--- config.mk ---
export PLATFORM = sky130hd
export DESIGN_NAME = chunk_dma
export DESIGN_NICKNAME = d
export VERILOG_FILES = /design/src/rtl/dmx_pkg.sv /design/src/rtl/dmx_regs.sv /design/src/rtl/dmx_reqgen.sv /design/src/rtl/dmx_wrseq.sv /design/src/rtl/chunk_dma.sv
export SDC_FILE = /design/constraint.sdc
export NUM_CORES = 1
export LEC_CHECK = 0
export ABC_AREA = 1
export BUFFER_PORTS_ARGS = -buffer_cell sky130_fd_sc_hd__buf_2
export CAP_MARGIN = 40
export CORE_ASPECT_RATIO = 1.75
export CORE_MARGIN = 2
export CORE_UTILIZATION = 55
export CTS_CLUSTER_DIAMETER = 120
export DETAILED_ROUTE_END_ITERATION = 8
export PLACE_DENSITY = 0.78
export SLEW_MARGIN = 20
export SYNTH_ARGS = -nofsm -noshare
export SYNTH_HDL_FRONTEND = slang
export SYNTH_SLANG_ARGS = --single-unit
--- constraint.sdc ---
create_clock -name clk -period 2.6 [get_ports clk]
set_clock_uncertainty 0.1 [all_clocks]
set_input_delay 0.26 -clock clk [delete_from_list [all_inputs] [get_ports clk]]
set_output_delay 0.26 -clock clk [all_outputs]
set_load 0.03 [all_outputs]
--- src/rtl/dmx_pkg.sv ---
package dmx_pkg;
  localparam int REG_AW = 3;
  localparam logic [REG_AW-1:0] RA_BASE_LO = 3'd0;
  localparam logic [REG_AW-1:0] RA_BASE_HI = 3'd1;
  localparam logic [REG_AW-1:0] RA_LOC     = 3'd2;
  localparam logic [REG_AW-1:0] RA_EXT     = 3'd3;
  localparam logic [REG_AW-1:0] RA_CMD     = 3'd4;
  localparam logic [REG_AW-1:0] RA_CTRL    = 3'd5;
  localparam logic [2:0] SIZE_256 = 3'd6;
  localparam int BASE_SH = 8;
  localparam int HI_SH   = 40;

  typedef enum logic [1:0] {
    DST_IMEM_SEC = 2'd0,
    DST_IMEM_NS  = 2'd1,
    DST_DMEM     = 2'd2,
    DST_BAD      = 2'd3
  } dest_e;
endpackage

--- src/rtl/dmx_regs.sv ---
module dmx_regs
  import dmx_pkg::*;
#(
  parameter int EXT_AW = 49,
  parameter int LOC_AW = 16,
  parameter int OFS_W  = 32
) (
  input  logic              clk,
  input  logic              rst_n,
  input  logic              reg_we,
  input  logic [REG_AW-1:0] reg_addr,
  input  logic [31:0]       reg_wdata,
  input  logic              busy,
  output logic [EXT_AW-1:0] base_addr,
  output logic [OFS_W-1:0]  ext_ofs,
  output logic [LOC_AW-1:0] loc_ofs,
  output logic              start,
  output dest_e             start_dest,
  output logic              err
);
  localparam int HI_W = EXT_AW - HI_SH;

  logic [31:0]     base_lo;
  logic [HI_W-1:0] base_hi;
  logic cmd_wr, size_ok, dest_ok, ctrl_clr;

  assign cmd_wr     = reg_we && (reg_addr == RA_CMD);
  assign size_ok    = (reg_wdata[2:0] == SIZE_256);
  assign dest_ok    = (reg_wdata[5:4] != DST_BAD);
  assign start      = cmd_wr && !busy && size_ok && dest_ok;
  assign start_dest = dest_e'(reg_wdata[5:4]);
  assign ctrl_clr   = reg_we && (reg_addr == RA_CTRL) && (reg_wdata == 32'd0);
  assign base_addr  = {base_hi, base_lo, {BASE_SH{1'b0}}};

  always_ff @(posedge clk or negedge rst_n) begin
    if (!rst_n) begin
      base_lo <= '0;
      base_hi <= '0;
      loc_ofs <= '0;
      ext_ofs <= '0;
      err     <= 1'b0;
    end else if (ctrl_clr) begin
      base_lo <= '0;
      base_hi <= '0;
      loc_ofs <= '0;
      ext_ofs <= '0;
      err     <= 1'b0;
    end else if (reg_we) begin
      case (reg_addr)
        RA_BASE_LO: base_lo <= reg_wdata;
        RA_BASE_HI: base_hi <= reg_wdata[HI_W-1:0];
        RA_LOC:     loc_ofs <= reg_wdata[LOC_AW-1:0];
        RA_EXT:     ext_ofs <= reg_wdata[OFS_W-1:0];
        RA_CMD:     if (!start) err <= 1'b1;
        default: ;
      endcase
    end
  end


  busy_cmd_err_chk: assert property (@(posedge clk) disable iff (!rst_n)
    cmd_wr && busy |=> err);


  ctrl_clear_chk: assert property (@(posedge clk) disable iff (!rst_n)
    ctrl_clr |=> !err && base_addr == '0);
endmodule

--- src/rtl/dmx_reqgen.sv ---
module dmx_reqgen #(
  parameter int EXT_AW = 49,
  parameter int OFS_W  = 32,
  parameter int WORDS  = 64,
  parameter int DW     = 32
) (
  input  logic              clk,
  input  logic              rst_n,
  input  logic              start,
  input  logic [EXT_AW-1:0] base_addr,
  input  logic [OFS_W-1:0]  ext_ofs,
  input  logic              rd_req_ready,
  output logic              rd_req_valid,
  output logic [EXT_AW-1:0] rd_req_addr
);
  localparam int CNT_W   = $clog2(WORDS + 1);
  localparam int STEP_SH = $clog2(DW / 8);

  logic [EXT_AW-1:0] first;
  logic [CNT_W-1:0]  cnt;
  logic              active;

  always_ff @(posedge clk or negedge rst_n) begin
    if (!rst_n) begin
      first  <= '0;
      cnt    <= '0;
      active <= 1'b0;
    end else if (start) begin
      first  <= base_addr + EXT_AW'(ext_ofs);
      cnt    <= '0;
      active <= 1'b1;
    end else if (active && rd_req_ready) begin
      cnt <= cnt + 1'b1;
      if (cnt == CNT_W'(WORDS - 1)) active <= 1'b0;
    end
  end

  assign rd_req_valid = active;
  assign rd_req_addr  = first + (EXT_AW'(cnt) << STEP_SH);


  req_hold_chk: assert property (@(posedge clk) disable iff (!rst_n)
    rd_req_valid && !rd_req_ready |=> rd_req_valid && $stable(rd_req_addr));
endmodule

--- src/rtl/dmx_wrseq.sv ---
module dmx_wrseq
  import dmx_pkg::*;
#(
  parameter int LOC_AW = 16,
  parameter int WORDS  = 64,
  parameter int DW     = 32
) (
  input  logic              clk,
  input  logic              rst_n,
  input  logic              start,
  input  dest_e             start_dest,
  input  logic [LOC_AW-1:0] loc_ofs,
  input  logic              rd_rsp_valid,
  input  logic [DW-1:0]     rd_rsp_data,
  output logic              rd_rsp_ready,
  output logic              mem_we,
  output logic [1:0]        mem_sel,
  output logic [LOC_AW-1:0] mem_addr,
  output logic [DW-1:0]     mem_wdata,
  output logic              busy
);
  localparam int CNT_W   = $clog2(WORDS + 1);
  localparam int STEP_SH = $clog2(DW / 8);

  logic [CNT_W-1:0]  cnt;
  logic [LOC_AW-1:0] loc_base;
  dest_e             dest;

  always_ff @(posedge clk or negedge rst_n) begin
    if (!rst_n) begin
      busy     <= 1'b0;
      cnt      <= '0;
      loc_base <= '0;
      dest     <= DST_IMEM_SEC;
    end else if (start) begin
      busy     <= 1'b1;
      cnt      <= '0;
      loc_base <= loc_ofs;
      dest     <= start_dest;
    end else if (mem_we) begin
      cnt <= cnt + 1'b1;
      if (cnt == CNT_W'(WORDS - 1)) busy <= 1'b0;
    end
  end

  assign rd_rsp_ready = busy;
  assign mem_we       = busy && rd_rsp_valid;
  assign mem_sel      = dest;
  assign mem_addr     = loc_base + (LOC_AW'(cnt) << STEP_SH);
  assign mem_wdata    = rd_rsp_data;


  wr_step_chk: assert property (@(posedge clk) disable iff (!rst_n)
    mem_we && busy && !start |=> !busy || mem_addr == $past(mem_addr) + LOC_AW'(DW / 8));
endmodule

--- src/rtl/chunk_dma.sv ---
module chunk_dma
  import dmx_pkg::*;
#(
  parameter int EXT_AW = 49,
  parameter int LOC_AW = 16,
  parameter int OFS_W  = 32,
  parameter int WORDS  = 64,
  parameter int DW     = 32
) (
  input  logic              clk,
  input  logic              rst_n,
  input  logic              reg_we,
  input  logic [2:0]        reg_addr,
  input  logic [31:0]       reg_wdata,
  output logic              idle_o,
  output logic              err_o,
  output logic              rd_req_valid,
  input  logic              rd_req_ready,
  output logic [EXT_AW-1:0] rd_req_addr,
  input  logic              rd_rsp_valid,
  output logic              rd_rsp_ready,
  input  logic [DW-1:0]     rd_rsp_data,
  output logic              mem_we,
  output logic [1:0]        mem_sel,
  output logic [LOC_AW-1:0] mem_addr,
  output logic [DW-1:0]     mem_wdata
);
  logic              busy, start;
  dest_e             start_dest;
  logic [EXT_AW-1:0] base_addr;
  logic [OFS_W-1:0]  ext_ofs;
  logic [LOC_AW-1:0] loc_ofs;

  dmx_regs #(.EXT_AW(EXT_AW), .LOC_AW(LOC_AW), .OFS_W(OFS_W)) u_regs (
    .clk(clk), .rst_n(rst_n), .reg_we(reg_we), .reg_addr(reg_addr),
    .reg_wdata(reg_wdata), .busy(busy), .base_addr(base_addr),
    .ext_ofs(ext_ofs), .loc_ofs(loc_ofs), .start(start),
    .start_dest(start_dest), .err(err_o)
  );

  dmx_reqgen #(.EXT_AW(EXT_AW), .OFS_W(OFS_W), .WORDS(WORDS), .DW(DW)) u_req (
    .clk(clk), .rst_n(rst_n), .start(start), .base_addr(base_addr),
    .ext_ofs(ext_ofs), .rd_req_ready(rd_req_ready),
    .rd_req_valid(rd_req_valid), .rd_req_addr(rd_req_addr)
  );

  dmx_wrseq #(.LOC_AW(LOC_AW), .WORDS(WORDS), .DW(DW)) u_wr (
    .clk(clk), .rst_n(rst_n), .start(start), .start_dest(start_dest),
    .loc_ofs(loc_ofs), .rd_rsp_valid(rd_rsp_valid), .rd_rsp_data(rd_rsp_data),
    .rd_rsp_ready(rd_rsp_ready), .mem_we(mem_we), .mem_sel(mem_sel),
    .mem_addr(mem_addr), .mem_wdata(mem_wdata), .busy(busy)
  );

  assign idle_o = !busy;


  start_busy_chk: assert property (@(posedge clk) disable iff (!rst_n)
    start |=> !idle_o && rd_req_valid);


  req_in_busy_chk: assert property (@(posedge clk) disable iff (!rst_n)
    rd_req_valid |-> !idle_o);


  no_idle_write_chk: assert property (@(posedge clk) disable iff (!rst_n)
    idle_o |-> !mem_we && !rd_rsp_ready);
endmodule

# After elaboration in Yosys (flattened, before gate mapping)
# Index checks and enable logic that the tools add are counted.
# totals
input_bits,72
elab_cells,81
ff_bits,173
# op_classes
n_reduce_logical,28
add_sub_neg,5
mux,26
eq_ne,10
# op_table
operator,n
$mux W32,6
$add A49 B32 Y49,1
$add A49 B9 Y49,1
$mux W16,3
$logic_not A32 Y1,1
$mux W7,4
$mux W9,3
$reduce_bool A2 Y1,10
$add A16 B9 Y16,1
$add A7 B1 Y7 const B,2
$eq A7 B6 Y1 const B,2
$reduce_and A2 Y1,6
$mux W1,10
$eq A3 B3 Y1 const B,3
$logic_and A1 B1 Y1,8
$eq A3 B2 Y1 const B,2
$eq A3 B1 Y1 const B,1
$logic_not A3 Y1,1
$reduce_and A3 Y1,1
$ne A2 B1 Y1 const B,1
$ne A2 B2 Y1 const B,1
$logic_not A1 Y1,1

# Logic depth before layout (Yosys ltp)
# Gate-level depths: netlist of the first run.
# depth
ltp_word,9
ltp_mapped,15

# Cells and area by module
# Synthesis of the first run repeated with hierarchy kept, for this count alone.
# hier_totals
hier_cells,1991
area_unflattened_um2,12982.5
# by_module_without_submodules
module,cells_each,n_inst,area_each_um2,seq_area_each_um2
dmx_reqgen,1272,1,7260.7,1426.4
dmx_regs,460,1,3837.4,2252.2
dmx_wrseq,258,1,1880.6,650.6
chunk_dma,1,1,3.8,0.0

# Least setup slack after synthesis of the first run
# Ideal clock, no wire load.
# synth_path
kind,reg2out
from,register u_req.cnt[0]
to,output port rd_req_addr[32]
path_stages_with_launch,12
t_required_ns,2.240
n_path_buf,0
setup_slack_ns,0.051
arrival_time_ns,2.189
cell_sequence,dfrtp_1 > ha_1 > fa_1 > nand3_1 > nand2_1 > nand2_1 > nand3_2 > inv_2 > nor2_1 > nand2_1 > nor2_1 > xor2_1
# synth_between
elab_chain_len,1
# synth_rtl
element,line,rtl
start: declaration,dmx_reqgen.sv:20,logic [CNT_W-1:0] cnt;
start signal: assignment,dmx_reqgen.sv:33,cnt <= cnt + 1'b1;
$add A49 B9 Y49,dmx_reqgen.sv:39,assign rd_req_addr = first + (EXT_AW'(cnt) << STEP_SH);
end: declaration,chunk_dma.sv:19,"output logic [EXT_AW-1:0] rd_req_addr,"
# No other way between the ends.

# Worst setup path in the final report of the first run
# layout_path
from,register u_req.cnt[5]
to,output port rd_req_addr[44]
# Same word-level chain as after synthesis.

==> results of run 1 <==
==> worst max-delay path, cell delays in order (launching register included) <==
cell	delay [ps]
dfrtp_1	440
ha_4	340
nand2_1	70
nand2_1	120
nand3_2	100
nand3_4	120
inv_6	50
nor2_4	220
nand4_1	140
xor2_1	220
buf_4	190
==> flip-flops by register name, summed over array words and instances, names as in the netlist <==
register	cells
u_req.cnt	7
u_req.rd_req_valid	1
u_wr.cnt	7
u_wr.busy	1
u_wr.loc_base	16
u_regs.loc_ofs	16
u_regs.err	1
u_regs.base_lo	32
u_wr.mem_sel	2
u_regs.base_hi	9
u_req.first	49
u_regs.ext_ofs	32
==> per-stage QoR <==
step                      util [%]  cell area (µm²)  setup TNS, ps
after floorplan                  -            11300              0
after global placement        59.3            12000              0
after detailed placement      59.3            12000              0
after CTS                     65.3            13200          -3870
after global routing          68.4            13900          -8310
final                         68.4            13900          -3970
==> cells by family after synthesis <==
kind of cell	Yosys count	share of synthesized area [%]
muxes	20	1.77
DFF	173	38.2
and+or+nand+nor	743	28.6
adders and majority gates	43	4.95
xor gates and xnor gates	80	6.19
AOI/OAI and AO/OA	182	8.30
buffers and inverters	319	12.0
==> area by class of cell <==
| type | count | area share [%] |
|---|---|---|
| inverters | 244 | 6.64 |
| clock inverters | 13 | 0.884 |
| flip-flops and latches | 173 | 31.3 |
| repair buffers | 197 | 10.4 |
| well taps | 248 | 2.24 |
| multi-input cells | 1068 | 45.3 |
| diodes | 1 | 0.0180 |
| clock buffers | 19 | 3.19 |
==> worst min-delay path by stage <==
stage                  startpoint                             end  slack, ps
floorplan                   rst_n   u_regs.base_hi[0]$_DFFE_PN0P_       -140
global placement            rst_n   u_wr.loc_base[14]$_DFFE_PN0N_        150
detailed placement          rst_n   u_wr.loc_base[14]$_DFFE_PN0N_        160
CTS                 reg_wdata[16]  u_regs.base_lo[16]$_DFFE_PN0P_          2
global route        reg_wdata[16]  u_regs.ext_ofs[16]$_DFFE_PN0P_         30
finish              reg_wdata[16]  u_regs.base_lo[16]$_DFFE_PN0P_         10
==> report_power, final <==
part,internal [mW],switching (mW),leakage (nW)
clock,1.29,1.18,0.274
combinational,1.17,1.85,5.04
sequential,3.06,0.382,2.19
==> cell usage after synthesis (2+ instances only) <==
cell type	number	area share (%)
xor2_1	47	3.6
buf_4	38	2.5
o21ai_0	103	4.6
o21bai_1	2	0.13
nand4_1	25	1.4
nor3b_1	2	0.13
nand2_2	2	0.11
ha_1	40	4.4
nor3_1	27	1.2
nor3_2	4	0.35
dfrtp_1	173	38
inv_1	240	8.0
nor4_1	9	0.50
o21ai_1	32	1.4
fa_1	3	0.53
inv_2	3	0.099
xnor2_1	33	2.6
a31oi_1	5	0.28
clkbuf_1	26	0.86
o21ai_2	2	0.15
nor2_1	106	3.5
a21oi_1	34	1.5
nand2_1	373	12
mux2i_1	20	1.8
nand3b_1	5	0.33
nor4_2	2	0.22
or2_2	8	0.44
nand3_1	175	7.7
buf_2	11	0.49
==> timing repair <==
item | 4_1_cts | 5_1_grt
hold buffers | 2 | 0
hold endpoints to repair | 54 | 0
buffers inserted | 22 | 32
gates resized for setup | 123 | 97
pin swaps | 32 | 49
setup endpoints to repair | 48 | 50
==> layer usage <==
metal  track usage [%]  wire length, µm
met2              56.3            18200
met5                 0                0
met1              33.7            12600
met3              2.91             1110
met4              16.4             2050
==> load_flow_metrics.sql, run 1 <==
INSERT INTO impl_metrics (metric_group, metric, value, unit) VALUES
('synthesis', 'synth.net_count', '1675', ''),
('setup_path', 'timing.rr.start', 'u_regs.ext_ofs[8]$_DFFE_PN0P_', ''),
('placement', 'finalWeightedCongestion', '0.964', ''),
('finish', 'drive_gt1_share', '21.5', '%'),
('synthesis', 'synth-async-reset-ratio', '100', '%'),
('setup_path', 'startpoint_type', 'flip-flop', ''),
('setup_path', 'setup.reg_to_reg.worst_slack', '300', 'ps'),
('min_path', 'hold_path_depth', '3', ''),
('placement', 'dp_hpwl', '24.5', 'mm'),
('route', 'routed_wl', '34.0', 'mm'),
('route', 'drt-pass1-iter-count', '5', ''),
('die', 'rows', '69', ''),
('power', 'power.leakage', '7.51', 'nW'),
('run_status', 'violations', 'setup timing', ''),
('synthesis', 'number_of_synthesized_register_bits', '173', ''),
('synthesis', 'synth.avg_cell_area', '7.26', 'µm²'),
('sta', 'finalWorstSetupSlack', '-209', 'ps'),
('power', 'total_power_of_the_final_layout', '8.94', 'mW'),
('power', 'power.ir.vdd_worst', '0.441', 'mV'),
('synthesis', 'synth.yosys.warnings', '0', ''),
('die', 'floorplan.die.width', '112', 'µm'),
('placement', 'buffer_ports.inserted', '111', ''),
('setup_path', 'timing.critical_path.required', '2240', 'ps'),
('global_routing', 'globalRouteOverflowTotal', '0', ''),
('sta', 'finalSetupViolations', '40', ''),
('clock_tree', 'clock-root-buffer', 'clkbuf_16', ''),
('clock_tree', 'clockBufferDepth', '2', ''),
('route', 'drt-wirelength-per-cell', '17.3', 'µm'),
('finish', 'fill_cells', '1648', ''),
('route', 'drt-vias-per-instance', '5.52', ''),
('synthesis', 'synth.cell_area', '11300', 'µm²'),
('run_status', 'outcome', 'complete, but fails checks', ''),
('clock_tree', 'cts_tree', 'yes', ''),
('finish', 'layout.cells.most_common_list', 'nand2_1 (351), inv_1 (232), nand3_1 (160)', ''),
('die', 'coreArea', '20300', 'µm²'),
('finish', 'layout.nets', '1816', ''),
('sta', 'fin_hold_ws', '12.4', 'ps'),
('clock_tree', 'h_tree_depth', '4', ''),
('synthesis', 'cells_after_synth', '1560', ''),
('global_routing', 'grt_usage', '30.4', '%'),
('die', 'die_y', '194', 'µm'),
('route', 'drtIter0Drc', '705', ''),
('die', 'ports_placed_on_the_boundary', '176', ''),
('min_path', 'holdCritPathClass', 'input pin to flip-flop', ''),
('setup_path', 'cell_count_of_the_worst_reg_to_reg_path', '13', ''),
('setup_path', 'critPathKind', 'flip-flop to output port', ''),
('global_routing', 'antenna_violations_before_repair', '1', ''),
('die', 'die_area', '21800', 'µm²'),
('placement', 'pre_cts_setup_slack', '39.9', 'ps'),
('sta', 'worst-slew-pin-transition', '724', 'ps'),
('global_routing', 'vias_in_the_first_global_route', '10651', ''),
('synthesis', 'seq_area_frac_synth', '38.2', '%'),
('route', 'total_vias_in_the_final_route', '10831', ''),
('sta', 'max_clock_freq', '356', 'MHz'),
('finish', 'seqCellArea', '4350', 'µm²'),
('setup_path', 'worst_setup_path_startpoint', 'u_req.cnt[5]$_DFFE_PN0P_', ''),
('finish', 'synthToLayoutAreaGrowth', '22.4', '%'),
('global_routing', 'global_route_wire_length_before_repair', '52.6', 'mm'),
('placement', 'dpl.cell_count', '1874', ''),
('synthesis', 'synth-edff-count', '0', ''),
('route', 'remaining_drc_errors', '0', ''),
('finish', 'most_common_library_cell_in_the_layout_ignoring_fill_and_taps', 'nand2_1', ''),
('power', 'power_density', '644', 'nW/µm²'),
('route', 'ant_nets', '0', ''),
('finish', 'multi_input_area', '6280', 'µm²'),
('setup_path', 'maximum_fanout_along_the_worst_path', '6', ''),
('setup_path', 'critical_path.endpoint', 'rd_req_addr[44]', ''),
('setup_path', 'r2r-end', 'u_req.first[36]$_DFFE_PN0N_', ''),
('sta', 'grt_setup_unrepaired', 'yes', ''),
('sta', 'fin_crit_sh', '108', '%'),
('sta', 'min_period', '2810', 'ps');
Power figures use the tool's default switching activity.
==> run 2: changes to the inputs <==
--- a/config.mk
+++ b/config.mk
@@ -5,7 +5,6 @@
 export SDC_FILE = /design/constraint.sdc
 export NUM_CORES = 1
 export LEC_CHECK = 0
-export ABC_AREA = 1
 export BUFFER_PORTS_ARGS = -buffer_cell sky130_fd_sc_hd__buf_2
 export CAP_MARGIN = 40
 export CORE_ASPECT_RATIO = 1.75
@@ -13,7 +12,7 @@
 export CORE_UTILIZATION = 55
 export CTS_CLUSTER_DIAMETER = 120
 export DETAILED_ROUTE_END_ITERATION = 8
-export PLACE_DENSITY = 0.78
+export PLACE_DENSITY = 0.79
 export SLEW_MARGIN = 20
 export SYNTH_ARGS = -nofsm -noshare
 export SYNTH_HDL_FRONTEND = slang
==> run 2 against run 1 <==
Compared with the run above:
- the run still ends with setup timing left
- largest power group unchanged
- total power rose by 5.4%
- fmax is 12% lower
- clock power increased by 3%
- critical endpoint is now rd_req_addr[38]
- sequential share of layout area up 1.4 points
- highest routed layer is now met5
- first-iteration DRC count is 1.6% lower
- via count down 14%
==> load_flow_metrics.sql, run 2 <==
INSERT INTO impl_metrics (metric_group, metric, value, unit) VALUES
('synthesis', 'ys_dominant_reg_cell', 'dfrtp_1', ''),
('finish', 'largest_register_ff_count', '49', ''),
('placement', 'buffer_ports.inserted', '111', ''),
('synthesis', 'synth.yosys.warnings', '0', ''),
('finish', 'layout.nets', '1462', ''),
('route', 'ant_nets', '0', ''),
('die', 'die_area', '19200', 'µm²'),
('synthesis', 'yosys.area.top_type', 'dfrtp_1', ''),
('sta', 'fin_crit_sh', '122', '%'),
('setup_path', 'critical_path.cell_chain', 'ha_4 -> fa_2 -> a21o_1 -> a21oi_2 -> nand2b_4 -> buf_6 -> a21oi_4 -> buf_6 -> and3_4 -> nand4_1 -> xnor2_1 -> buf_4', ''),
('finish', 'top_register', 'u_req.first', ''),
('die', 'rows', '65', ''),
('sta', 'timing.final.hold_violations', '0', ''),
('placement', 'finalWeightedCongestion', '0.907', ''),
('global_routing', 'grt_usage', '29.5', '%'),
('setup_path', 'timing.critical_path.mode_cell', 'buf_6', ''),
('finish', 'drive_gt1_share', '30.1', '%'),
('global_routing', 'antenna_violations_before_repair', '2', ''),
('synthesis', 'synth.net_count', '1287', ''),
('placement', 'pre_cts_setup_slack', '-318', 'ps'),
('placement', 'dp_hpwl', '19.3', 'mm'),
('global_routing', 'grt.met1_usage', '34.5', '%'),
('sta', 'final_max_slew_violation_count', '0', ''),
('sta', 'max_clock_freq', '314', 'MHz'),
('sta', 'timing.max_slew.rel_slack', '46.5', '%'),
('route', 'drtIter0Drc', '694', ''),
('clock_tree', 'cts-buffers-inserted', '17', ''),
('die', 'floorplan.initialDensity', '55.6', '%'),
('synthesis', 'synth.cell_area', '9940', 'µm²'),
('power', 'power_density', '712', 'nW/µm²'),
('clock_tree', 'clk_pin_slew', '80', 'ps'),
('power', 'power.ir.vdd_worst', '0.505', 'mV'),
('clock_tree', 'h_tree_depth', '4', ''),
('finish', 'utilization', '74.0', '%'),
('global_routing', 'global_route_wire_length_before_repair', '44.9', 'mm'),
('finish', 'seqCellArea', '4330', 'µm²'),
('synthesis', 'post_synth_top_cells', 'nand2_1 (333), dfrtp_1 (173), o21ai_0 (139)', ''),
('finish', 'antenna-diode-count', '0', ''),
('placement', 'dpl.cell_count', '1516', ''),
('clock_tree', 'clock_latency', '440', 'ps'),
('finish', 'layout.cells.most_common_list', 'nand2_1 (322), dfrtp_1 (173), buf_4 (114)', ''),
('route', 'remaining_drc_errors', '0', ''),
('clock_tree', 'clock-sinks', '173', ''),
('synthesis', 'synth-async-reset-ratio', '100', '%'),
('run_status', 'outcome', 'complete, but fails checks', ''),
('finish', 'multi_input_area', '5920', 'µm²'),
('route', 'drt-wirelength-per-cell', '18.4', 'µm'),
('setup_path', 'timing.critical_path.arrival', '2820', 'ps'),
('route', 'total_vias_in_the_final_route', '9280', ''),
('setup_path', 'critPathKind', 'flip-flop to output port', ''),
('synthesis', 'cells_after_synth', '1172', ''),
('finish', 'most_common_library_cell_in_the_layout_ignoring_fill_and_taps', 'nand2_1', ''),
('sta', 'min_period', '3180', 'ps'),
('clock_tree', 'clockBufferDepth', '2', ''),
('global_routing', 'top_usage_layer', 'met2', ''),
('route', 'routed_wl', '29.4', 'mm'),
('global_routing', 'vias_in_the_first_global_route', '9034', ''),
('clock_tree', 'clock-root-buffer', 'clkbuf_16', ''),
('synthesis', 'synthTopCellsByArea', 'dfrtp_1 (44%), nand2_1 (13%), o21ai_0 (7.0%), xnor2_1 (6.1%), ha_1 (5.0%)', ''),
('synthesis', 'seq_area_frac_synth', '43.6', '%'),
('synthesis', 'ys_types', '52', ''),
('setup_path', 'timing.critical_path.slowest_stage_cell', 'dfrtp_1', ''),
('synthesis', 'post-synth-top-area-fraction', '43.6', '%'),
('min_path', 'hold_path_depth', '3', ''),
('finish', 'synthToLayoutAreaGrowth', '33.1', '%'),
('synthesis', 'synth-edff-count', '0', ''),
('sta', 'grt_setup_unrepaired', 'yes', ''),
('finish', 'layout.cells.non_filler', '1594', ''),
('setup_path', 'worst_path_largest_cell_delay', '420', 'ps'),
('finish', 'layout.cell_area.non_filler', '13200', 'µm²'),
('job', 'cap_viol_max_count', '0', ''),
('power', 'total_power_of_the_final_layout', '9.42', 'mW'),
('die', 'ports_placed_on_the_boundary', '176', ''),
('min_path', 'holdCritPathClass', 'input pin to flip-flop', ''),
('sta', 'fin_hold_ws', '3.02', 'ps'),
('setup_path', 'cell_count_of_the_worst_reg_to_reg_path', '10', ''),
('clock_tree', 'cts_tree', 'yes', ''),
('setup_path', 'maximum_fanout_along_the_worst_path', '4', ''),
('global_routing', 'grt_start_max_net_pins', '70', ''),
('route', 'drt-vias-per-instance', '5.82', ''),
('setup_path', 'startpoint_type', 'flip-flop', ''),
('global_routing', 'globalRouteOverflowTotal', '0', ''),
('global_routing', 'grt_util_met2', '52.4', '%'),
('route', 'drt-pass1-iter-count', '5', ''),
('die', 'die_y', '182', 'µm'),
('sta', 'finalSetupViolations', '75', ''),
('sta', 'final.setup.tns', '-22410', 'ps'),
('setup_path', 'timing.critical_path.required', '2240', 'ps'),
('finish', 'fill_cells', '1220', ''),
('sta', 'finalWorstSetupSlack', '-581', 'ps'),
('die', 'coreArea', '17900', 'µm²'),
('finish', 'reg.largest.list', 'u_req.first (49), u_regs.base_lo (32), u_regs.ext_ofs (32)', ''),
('synthesis', 'post-synth-top-count-cell', 'nand2_1', ''),
('placement', 'area_after_detailed_placement', '11300', 'µm²'),
('sta', 'worst-slew-pin-transition', '803', 'ps'),
('synthesis', 'synth.avg_cell_area', '8.48', 'µm²'),
('synthesis', 'number_of_synthesized_register_bits', '173', ''),
('die', 'floorplan.die.width', '106', 'µm'),
('run_status', 'violations', 'setup timing', ''),
('global_routing', 'grtUsageMet3', '4.13', '%'),
('power', 'power.leakage', '6.37', 'nW'),
('setup_path', 'cp_capture_type', 'output port', '');
## run 2: cell count changes after synthesis, moves of 16 or more
| cell | previous run | this run |
|---|---|---|
| nand3_1 | 175 | 33 |
| clkbuf_1 | 26 | 48 |
| o21ai_1 | 32 | 7 |
| xnor2_1 | 33 | 69 |
| mux2i_1 | 20 | 1 |
| inv_1 | 240 | 25 |
| nor2_1 | 106 | 46 |
| a21o_1 | 0 | 16 |
| nand2_1 | 373 | 333 |
| and3_1 | 1 | 20 |
| o21ai_0 | 103 | 139 |
## run 2: area by class of cell
cell class,count,area share (%)
Sequential cell,173,32.7
Clock buffer,18,3.24
Inverter,25,0.709
Clock inverter,14,1.13
Tap cell,234,2.21
Multi-Input combinational cell,885,44.8
Timing Repair Buffer,245,15.2
## run 2: power by group
part           switching, mW  internal (mW)
sequential             0.410           3.10
clock                   1.19           1.36
combinational           1.85           1.50
total                   3.46           5.96
## run 2: path summary, 6_finish.rpt
path / end / startpoint / slack [ps]
worst min-delay path: u_regs.ext_ofs[17]$_DFFE_PN0P_ / reg_wdata[17] / 3
worst max-delay path: rd_req_addr[38] / u_req.cnt[0]$_DFFE_PN0P_ / -580
worst min register to register: u_wr.loc_base[12]$_DFFE_PN0N_ / u_regs.loc_ofs[12]$_DFFE_PN0P_ / 380
worst max register to register: u_req.first[47]$_DFFE_PN0N_ / u_regs.base_lo[1]$_DFFE_PN0P_ / -210
max in group asynchronous: u_regs.ext_ofs[23]$_DFFE_PN0P_ / rst_n / 1240
min in group asynchronous: u_req.first[2]$_DFFE_PN0N_ / rst_n / 270
## run 2: worst max-delay path: cells and delay by family, from the launching register on
kind | cells | cell delay [ps]
buffers and inverters | 3 | 440
AOI/OAI and AO/OA | 3 | 400
and+or+nand+nor | 3 | 440
xor gates and xnor gates | 1 | 140
adders and majority gates | 2 | 540
DFF | 1 | 420
## run 2: what timing repair did
action,CTS,global route
endpoints found under the setup margin,73,81
hold buffers,7,0
pin swaps,63,67
buffers inserted,23,28
resized for setup,192,91
endpoints found under the hold margin,66,0
## run 2: cells by family (layout without fill, tap and decap cells)
kind of cell	after synthesis	after routing	share of synthesized area (%)
flops	173	173	43.6
simple gates	506	506	22.0
compound gates	231	231	13.9
fa+ha+maj	43	43	5.64
mux	1	1	0.101
buf+inv	114	302	5.73
xor+xnor	104	104	9.16
## run 2: routing by layer
layer	vias to the layer above	part of all wire, %
li1	4255	-
met1	4491	36
met2	413	53
met3	117	5.4
met4	4	5.2
met5	-	0.068
==> run 3: changes to the inputs <==
--- a/config.mk
+++ b/config.mk
@@ -13,6 +13,8 @@
 export CTS_CLUSTER_DIAMETER = 120
 export DETAILED_ROUTE_END_ITERATION = 8
 export PLACE_DENSITY = 0.79
+export SETUP_SLACK_MARGIN = 0.15
+export SKIP_CTS_REPAIR_TIMING = 1
 export SLEW_MARGIN = 20
 export SYNTH_ARGS = -nofsm -noshare
 export SYNTH_HDL_FRONTEND = slang
==> run 3 against run 2 <==
Compared with the run above:
- the run ends with hold timing, setup timing left
- highest routed layer is now met4
- clock-buffer cell count rose by 1
- total power fell by 0.51%
- fmax rose by 1.4%
==> load_flow_metrics.sql, run 3 (synthesis results as in run 2) <==
INSERT INTO impl_metrics (metric_group, metric, value, unit) VALUES
('die', 'floorplan.die.width', '106', 'µm'),
('die', 'die_area', '19200', 'µm²'),
('sta', 'timing.max_slew.rel_slack', '49.6', '%'),
('global_routing', 'grt_start_max_net_pins', '69', ''),
('route', 'ant_nets', '0', ''),
('global_routing', 'antenna_violations_before_repair', '1', ''),
('clock_tree', 'clock-root-buffer', 'clkbuf_16', ''),
('die', 'floorplan.initialDensity', '55.6', '%'),
('power', 'power.leakage', '6.38', 'nW'),
('global_routing', 'grt_usage', '28.3', '%'),
('setup_path', 'maximum_fanout_along_the_worst_path', '5', ''),
('route', 'drt-pass1-iter-count', '6', ''),
('placement', 'finalWeightedCongestion', '0.911', ''),
('global_routing', 'globalRouteOverflowTotal', '0', ''),
('power', 'power_density', '719', 'nW/µm²'),
('finish', 'most_common_library_cell_in_the_layout_ignoring_fill_and_taps', 'nand2_1', ''),
('route', 'total_vias_in_the_final_route', '9172', ''),
('route', 'routed_wl', '29.5', 'mm'),
('placement', 'buffer_ports.inserted', '111', ''),
('die', 'die_y', '182', 'µm'),
('route', 'remaining_drc_errors', '0', ''),
('clock_tree', 'cts_tree', 'yes', ''),
('clock_tree', 'cts-buffers-inserted', '17', ''),
('finish', 'top_register', 'u_req.first', ''),
('finish', 'utilization', '72.8', '%'),
('sta', 'final_max_slew_violation_count', '0', ''),
('finish', 'layout.cells.non_filler', '1565', ''),
('finish', 'reg.largest.list', 'u_req.first (49), u_regs.base_lo (32), u_regs.ext_ofs (32)', ''),
('die', 'ports_placed_on_the_boundary', '176', ''),
('clock_tree', 'clockBufferDepth', '2', ''),
('setup_path', 'cp_capture_type', 'output port', ''),
('run_status', 'violations', 'hold timing, setup timing', ''),
('clock_tree', 'clk_pin_slew', '70', 'ps'),
('job', 'cap_viol_max_count', '0', ''),
('global_routing', 'vias_in_the_first_global_route', '8663', ''),
('die', 'rows', '65', ''),
('setup_path', 'timing.critical_path.required', '2240', 'ps'),
('sta', 'finalWorstSetupSlack', '-536', 'ps'),
('global_routing', 'global_route_wire_length_before_repair', '42.7', 'mm'),
('run_status', 'outcome', 'complete, but fails checks', ''),
('finish', 'largest_register_ff_count', '49', ''),
('min_path', 'holdCritPathClass', 'input pin to flip-flop', ''),
('die', 'coreArea', '17900', 'µm²'),
('min_path', 'hold_path_depth', '3', ''),
('sta', 'timing.final.hold_violations', '6', ''),
('finish', 'layout.cells.most_common_list', 'nand2_1 (321), dfrtp_1 (173), o21ai_0 (108)', ''),
('sta', 'min_period', '3140', 'ps'),
('finish', 'layout.nets', '1432', ''),
('route', 'drt-vias-per-instance', '5.86', ''),
('setup_path', 'critPathKind', 'flip-flop to output port', ''),
('placement', 'dp_hpwl', '19.5', 'mm'),
('sta', 'finalSetupViolations', '75', ''),
('sta', 'fin_crit_sh', '121', '%'),
('clock_tree', 'h_tree_depth', '4', ''),
('setup_path', 'setup.reg_to_reg.worst_slack', '-330', 'ps'),
('sta', 'max_clock_freq', '319', 'MHz'),
('sta', 'grt_setup_unrepaired', 'yes', ''),
('clock_tree', 'clock_latency', '440', 'ps'),
('placement', 'dpl.cell_count', '1507', ''),
('finish', 'drive_gt1_share', '29.6', '%'),
('setup_path', 'timing.critical_path.arrival', '2780', 'ps'),
('sta', 'fin_hold_ws', '-26.1', 'ps'),
('finish', 'synthToLayoutAreaGrowth', '31.1', '%'),
('setup_path', 'startpoint_type', 'flip-flop', ''),
('power', 'power.ir.vdd_worst', '0.443', 'mV'),
('sta', 'worst-slew-pin-transition', '756', 'ps'),
('route', 'drtIter0Drc', '708', ''),
('clock_tree', 'clock-sinks', '173', ''),
('setup_path', 'cell_count_of_the_worst_reg_to_reg_path', '13', ''),
('route', 'drt-wirelength-per-cell', '18.9', 'µm');
run 3: cell count changes in the layout (fill, tap and decap cells not counted), sizes merged:
cell,delta
buf,-24
bufinv,+1
clkbuf,+1
clkinv,+6
clkinvlp,-4
diode,+1
dlygate4sd3,-6
inv,-4
run 3: stage by stage:
step	cell area [µm²]	TNS, ps	setup WS (ps)	hold WS [ps]	power (mW)
3_5_place_dp	11400	-5670	-286	160	6.24
5_1_grt	13000	-30020	-632	8.28	9.81
2_1_floorplan	10300	0	67.6	-136	5.35
3_3_place_gp	11400	-2330	-213	162	6.15
4_1_cts	12000	-27670	-767	-297	8.83
6_report	13000	-22790	-536	-26.1	9.37
run 3: critical path, cell delays in order, from the launching register on:
cell     delay (ps)
dfrtp_1         390
ha_1            280
a21o_1          120
a21oi_2          60
nor2b_1         160
o21ai_2         100
a21oi_4         310
nor2b_4         290
buf_6           130
nand4_1         140
xnor2_2         180
buf_6           150
run 3: cell type report:
cell class	count	area, µm²
Inverter	25	93.8
Antenna cell	1	2.50
Multi-Input combinational cell	885	6020
Tap cell	234	293
Timing Repair Buffer	215	1700
Sequential cell	173	4330
Clock inverter	13	154
Clock buffer	19	443
Fill cell	1228	4860
run 3: final timing paths:
check	start	endpoint
max	u_req.first[3]$_DFFE_PN0N_	rd_req_addr[23]
min	reg_wdata[17]	u_regs.ext_ofs[17]$_DFFE_PN0P_
max reg2reg	u_regs.base_lo[0]$_DFFE_PN0P_	u_req.first[36]$_DFFE_PN0N_
min reg2reg	u_regs.ext_ofs[4]$_DFFE_PN0P_	u_req.first[4]$_DFFE_PN0N_
max in group asynchronous	rst_n	u_req.first[20]$_DFFE_PN0N_
min in group asynchronous	rst_n	u_req.cnt[0]$_DFFE_PN0P_
run 3: power by group:
group          internal, mW  leakage (nW)  switching [mW]  total, mW
Combinational          1.41          3.83            1.87       3.28
Sequential             3.10          2.26           0.370       3.47
Clock                  1.47         0.296            1.15       2.62
run 3: layer usage:
layer / share of wire, % / GRT usage (%)
met5: 0 / 0
met4: 6.1 / 15.4
met3: 5.5 / 4.70
met2: 53 / 50.8
met1: 35 / 31.8
